==> config.mk <==
export PLATFORM = sky130hd
export DESIGN_NAME = i2c_addr_match
export DESIGN_NICKNAME = d
export VERILOG_FILES = /design/src/rtl/i2c_am_pkg.sv /design/src/rtl/i2c_am_decode.sv /design/src/rtl/i2c_am_flags.sv /design/src/rtl/i2c_addr_match.sv
export SDC_FILE = /design/constraint.sdc
export NUM_CORES = 1
export LEC_CHECK = 0
export ABC_CLOCK_PERIOD_IN_PS = 1400
export CORE_UTILIZATION = 30
export CTS_CLUSTER_SIZE = 30
export DETAILED_ROUTE_END_ITERATION = 8
export GPL_TIMING_DRIVEN = 0
export PLACE_DENSITY = 0.67
export SYNTH_ARGS = -nofsm -noshare
export SYNTH_HDL_FRONTEND = slang
export SYNTH_SLANG_ARGS = --single-unit
==> constraint.sdc <==
create_clock -name clk -period 1.4 [get_ports clk]
set_input_delay 0.14 -clock clk [delete_from_list [all_inputs] [get_ports clk]]
set_output_delay 0.14 -clock clk [all_outputs]
set_load 0.03 [all_outputs]
==> src/rtl/i2c_am_pkg.sv <==
package i2c_am_pkg;
  typedef enum logic [1:0] {
    PH_IDLE   = 2'd0,
    PH_FIRST  = 2'd1,
    PH_SECOND = 2'd2,
    PH_DONE   = 2'd3
  } phase_t;

  localparam logic [1:0] MODE_7B  = 2'b00;
  localparam logic [1:0] MODE_10B = 2'b01;
  localparam logic [4:0] TEN_BIT_PREFIX = 5'b11110;
endpackage

==> src/rtl/i2c_am_decode.sv <==
module i2c_am_decode
  import i2c_am_pkg::*;
#(
  parameter int ADDR_W = 10,
  parameter int BYTE_W = 8
) (
  input  phase_t              phase,
  input  logic [BYTE_W-1:0]   rx_byte,
  input  logic [ADDR_W-1:0]   own_addr,
  input  logic [1:0]          mode,
  input  logic                gc_en,
  input  logic                pend_dir,
  output logic                hit,
  output logic                hit_gc,
  output logic                hit_dir,
  output logic                to_second
);
  localparam int HI_W = ADDR_W - BYTE_W;
  localparam int SA_W = BYTE_W - 1;

  logic mode_ok;
  logic gc_pat, own7_pat, ten_hdr_pat, ten_lo_pat;

  always_comb begin
    mode_ok     = (mode == MODE_7B) || (mode == MODE_10B);
    gc_pat      = (rx_byte[BYTE_W-1:1] == '0);
    own7_pat    = (rx_byte[BYTE_W-1:1] == own_addr[SA_W-1:0]);
    ten_hdr_pat = (rx_byte[BYTE_W-1 -: 5] == TEN_BIT_PREFIX) &&
                  (rx_byte[HI_W:1] == own_addr[ADDR_W-1 -: HI_W]);
    ten_lo_pat  = (rx_byte == own_addr[BYTE_W-1:0]);

    hit       = 1'b0;
    hit_gc    = 1'b0;
    hit_dir   = 1'b0;
    to_second = 1'b0;
    if (phase == PH_FIRST && mode_ok) begin
      if (gc_en && gc_pat) begin
        hit     = 1'b1;
        hit_gc  = 1'b1;
        hit_dir = rx_byte[0];
      end else if (mode == MODE_7B && own7_pat) begin
        hit     = 1'b1;
        hit_dir = rx_byte[0];
      end else if (mode == MODE_10B && ten_hdr_pat) begin
        to_second = 1'b1;
      end
    end else if (phase == PH_SECOND && mode == MODE_10B && ten_lo_pat) begin
      hit     = 1'b1;
      hit_dir = pend_dir;
    end
  end
endmodule

==> src/rtl/i2c_am_flags.sv <==
module i2c_am_flags (
  input  logic clk,
  input  logic rst,
  input  logic set_i,
  input  logic set_gc_i,
  input  logic set_dir_i,
  input  logic clr_i,
  output logic match_o,
  output logic gcall_o,
  output logic dir_o
);
  always_ff @(posedge clk) begin
    if (rst) begin
      match_o <= 1'b0;
      gcall_o <= 1'b0;
      dir_o   <= 1'b0;
    end else if (set_i) begin
      match_o <= 1'b1;
      gcall_o <= set_gc_i;
      dir_o   <= set_dir_i;
    end else if (clr_i) begin
      match_o <= 1'b0;
    end
  end


  read_clears_chk: assert property (@(posedge clk) disable iff (rst)
    (clr_i && !set_i) |=> !match_o);

  set_wins_chk: assert property (@(posedge clk) disable iff (rst)
    set_i |=> match_o);

  side_hold_chk: assert property (@(posedge clk) disable iff (rst)
    !set_i |=> ($stable(gcall_o) && $stable(dir_o)));
endmodule

==> src/rtl/i2c_addr_match.sv <==
module i2c_addr_match
  import i2c_am_pkg::*;
#(
  parameter int ADDR_W = 10,
  parameter int BYTE_W = 8
) (
  input  logic              clk,
  input  logic              rst,
  input  logic              start_i,
  input  logic              byte_valid_i,
  input  logic [BYTE_W-1:0] byte_i,
  input  logic [ADDR_W-1:0] own_addr_i,
  input  logic [1:0]        mode_i,
  input  logic              gc_en_i,
  input  logic              stat_rd_i,
  output logic              match_o,
  output logic              gcall_o,
  output logic              dir_o
);
  phase_t phase;
  logic   pend_dir;
  logic   hit, hit_gc, hit_dir, to_second;
  logic   take;
  logic   set;

  assign take = byte_valid_i && !start_i;
  assign set  = take && hit;

  i2c_am_decode #(.ADDR_W(ADDR_W), .BYTE_W(BYTE_W)) u_dec (
    .phase     (phase),
    .rx_byte   (byte_i),
    .own_addr  (own_addr_i),
    .mode      (mode_i),
    .gc_en     (gc_en_i),
    .pend_dir  (pend_dir),
    .hit       (hit),
    .hit_gc    (hit_gc),
    .hit_dir   (hit_dir),
    .to_second (to_second)
  );

  always_ff @(posedge clk) begin
    if (rst) begin
      phase    <= PH_IDLE;
      pend_dir <= 1'b0;
    end else if (start_i) begin
      phase <= PH_FIRST;
    end else if (byte_valid_i) begin
      case (phase)
        PH_FIRST: begin
          phase    <= to_second ? PH_SECOND : PH_DONE;
          pend_dir <= byte_i[0];
        end
        PH_SECOND: phase <= PH_DONE;
        default:   phase <= phase;
      endcase
    end
  end

  i2c_am_flags u_flags (
    .clk       (clk),
    .rst       (rst),
    .set_i     (set),
    .set_gc_i  (hit_gc),
    .set_dir_i (hit_dir),
    .clr_i     (stat_rd_i),
    .match_o   (match_o),
    .gcall_o   (gcall_o),
    .dir_o     (dir_o)
  );


  start_rearm_chk: assert property (@(posedge clk) disable iff (rst)
    start_i |=> (phase == PH_FIRST));

  mode_off_chk: assert property (@(posedge clk) disable iff (rst)
    mode_i[1] |-> !hit);

  done_no_hit_chk: assert property (@(posedge clk) disable iff (rst)
    (phase == PH_DONE || phase == PH_IDLE) |-> !hit);

  ten_second_chk: assert property (@(posedge clk) disable iff (rst)
    (take && to_second) |=> (phase == PH_SECOND));
endmodule

==> results_dict.tcl, run 1 <==
set metrics [dict create \
    cp.arrival_ns 1.54 \
    setup_viol 0 \
    ff2ff_path_depth 5 \
    finalCritPeriodShare_pct 100 \
    synth-xor-area-share_pct 27.9 \
    ir_drop_mv 0.444 \
    stdcell_count 112 \
    required_ns 1.54 \
    totalPowerFinal_mw 0.519 \
    crit_type "flop to flop" \
    ys_seq_area_share_pct 22.5 \
    grt_pass1_vias 572 \
    slew-limit-headroom_pct 78.1 \
    hpwl_microns 1210 \
    grt_pass1_wl_microns 2440 \
    die_h_microns 44.2 \
    grt_start_max_net_pins 7 \
    routed_via_density 5.23 \
    finalSetupTns_ns 0 \
    cts_tree "built" \
    cts_sinks 6 \
    hold_viol 0 \
    io_pins 29 \
    synthSimpleGateAreaFrac_pct 27.5 \
    hp-class "input port to flop" \
    cp-end-kind "flop" \
    antenna_found_initial 0 \
    ys_types 26 \
    synth_compound_area_share_pct 13.4 \
    grtUsageTotal_pct 17.1 \
    start_util_pct 33.8 \
    drt_first_iter_violations 9 \
    rsz0062_at_grt "true" \
    fin_crit_ns 1.40 \
    dp_slack_ns -0.551 \
    cts_made_buffers 3 \
    n_antenna_cell 0 \
    layout.nets 126 \
    syn_avg_cell_area_sq_um 8.74 \
    clockRootBuffer "clkbuf_4" \
    drc 1 \
    leakagePower_nw 0.391 \
    core_area_sq_um 1580 \
    htreeDepth 1 \
    status "complete, but fails checks" \
    critPathMaxFanout 4 \
    worstHoldPathCells 3 \
    yosys.area_share.adder_pct 4.69 \
    rows 14 \
    overflow 0 \
    ant_nets 0 \
    dp.cells 105 \
    synthMuxAreaShare_pct 1.88 \
    max_freq_mhz 715 \
    dieWidth_microns 44.2 \
    routed_wl_microns 1530 \
    dieArea_sq_um 1950 \
    wl_per_cell_microns 13.6 \
    syn_nets 89 \
    tightest_slew_ns 0.327 \
    max_cap_viol_count 0 \
    yosys_warnings 0 \
    fin_skew_ns 0.00779 \
    clockBufferDepth 2 \
    syn2layout_area_growth_pct 74.4 \
    finish.utilization_pct 59.0 \
    vias 586 \
    slew_viol_final 0 \
    drive_above_1_share_pct 26.0 \
    synth_area_sq_um 533 \
    start_kind "flop" \
    synth-seq-cells 6 \
    io_buffers 28 \
    path_clk_slew_ns 0.05 \
    dr.pass1.iters 6 \
    gp_congestion 0.737 \
    worst_slack_ns 0.000521 \
    synth_top_family_by_area "XOR/XNOR gates" \
    violations "design-rule violations" \
    syn_inst 61 \
    clock_latency_ns 0.25 \
    power.density_nw_per_um2 558 \
]
## state kept, by name (all words and copies together), names as in the netlist
name             cells
u_flags.match_o      1
u_flags.dir_o        1
u_flags.gcall_o      1
pend_dir             1
phase                2
## timing repair
action	CTS	global route
pin swaps	8	4
hold buffers	0	0
endpoints found under the hold margin	0	0
setup endpoints to repair	4	7
setup buffers	4	0
resized for setup	33	7
## worst paths after layout
check | slack, ns | from | end
setup / recovery | 0.0005 | phase[1] | u_flags.dir_o
hold reg to reg | 0.49 | u_flags.gcall_o | u_flags.gcall_o
setup reg to reg | 0.0005 | phase[1] | u_flags.dir_o
hold / removal | 0.37 | byte_i[0] | pend_dir
## cells in the mapped netlist
master,n,area (sq um)
xor2_1,10,87.6
xnor2_1,7,61.3
dfxtp_1,6,120
a21oi_1,3,15.0
inv_1,3,11.3
nand4_1,3,18.8
nor2_1,3,11.3
nor4_1,3,18.8
ha_1,2,25.0
nand2_1,2,7.51
nand3b_1,2,15.0
nand4b_1,2,17.5
nor3_1,2,10.0
a31oi_1,1,6.26
mux2i_1,1,10.0
nand2b_1,1,6.26
nor4_2,1,12.5
nor4b_2,1,15.0
o21a_1,1,7.51
o21ai_0,1,5.00
o21ba_2,1,10.0
o221a_1,1,11.3
o311ai_0,1,8.76
o31ai_1,1,7.51
or3_1,1,6.26
or3_2,1,7.51
## cell usage in the layout (no fill, tap or decap), drive strengths merged, types with 3 or more instances in the layout
cell,n
nor2,3
nor4,4
dlygate4sd2,14
nand4,3
clkdlybuf4s50,6
xor2,10
dfxtp,6
inv,3
a21oi,3
clkdlybuf4s15,6
clkbuf,3
buf,4
xnor2,7
## cell families (layout without fill, tap and decap cells)
| family | after synthesis | count (layout) |
|---|---|---|
| AO/OA/AOI/OAI | 10 | 10 |
| buffers and inverters | 3 | 38 |
| adder cells (fa/ha/maj) | 2 | 2 |
| multiplexers | 1 | 1 |
| flip-flops | 6 | 6 |
| AND/OR/NAND/NOR | 22 | 22 |
| XOR/XNOR | 17 | 17 |
## stage by stage
step	hold slack [ns]	area [sq um]
2_1_floorplan	0.205	548
3_3_place_gp	0.483	848
3_5_place_dp	0.485	848
4_1_cts	0.357	908
5_1_grt	0.408	930
6_report	0.367	930
## metal layers
metal,global-route usage (%),part of all wire (%)
met5,0,0
met4,7.27,0
met3,3.67,2.2
met2,26.8,50
met1,22.6,48
## worst max-delay path: stages (launching register included)
cell      delay, ns
dfxtp_2        0.32
inv_2          0.06
ha_4           0.14
nand3b_1       0.13
or3_4          0.40
o221a_1        0.25
## final cells by class
type | instances | area [sq um]
Clock buffer | 3 | 22.5
Fill cell | 148 | 647
Inverter | 3 | 11.3
Multi-Input combinational cell | 52 | 449
Sequential cell | 6 | 123
Tap cell | 16 | 20.0
Timing Repair Buffer | 32 | 304
## power breakdown
part | internal [mW] | switching (mW) | total [mW]
Clock | 0.0974 | 0.0687 | 0.166
Sequential | 0.177 | 0.00394 | 0.180
Combinational | 0.0941 | 0.0785 | 0.173
(Power assumes the default switching activity.)
==> run 2: changes to the inputs <==
--- a/config.mk
+++ b/config.mk
@@ -5,7 +5,6 @@
 export SDC_FILE = /design/constraint.sdc
 export NUM_CORES = 1
 export LEC_CHECK = 0
-export ABC_CLOCK_PERIOD_IN_PS = 1400
 export CORE_UTILIZATION = 30
 export CTS_CLUSTER_SIZE = 30
 export DETAILED_ROUTE_END_ITERATION = 8
==> results of run 2 <==
The final DEF is identical to that of run 1; final timing and power are the same.
==> run 3: changes to the inputs <==
--- a/config.mk
+++ b/config.mk
@@ -10,6 +10,7 @@
 export DETAILED_ROUTE_END_ITERATION = 8
 export GPL_TIMING_DRIVEN = 0
 export PLACE_DENSITY = 0.67
+export SLEW_MARGIN = 30
 export SYNTH_ARGS = -nofsm -noshare
 export SYNTH_HDL_FRONTEND = slang
 export SYNTH_SLANG_ARGS = --single-unit
==> results of run 3 <==
The final DEF is identical to that of run 1; final timing and power are the same.
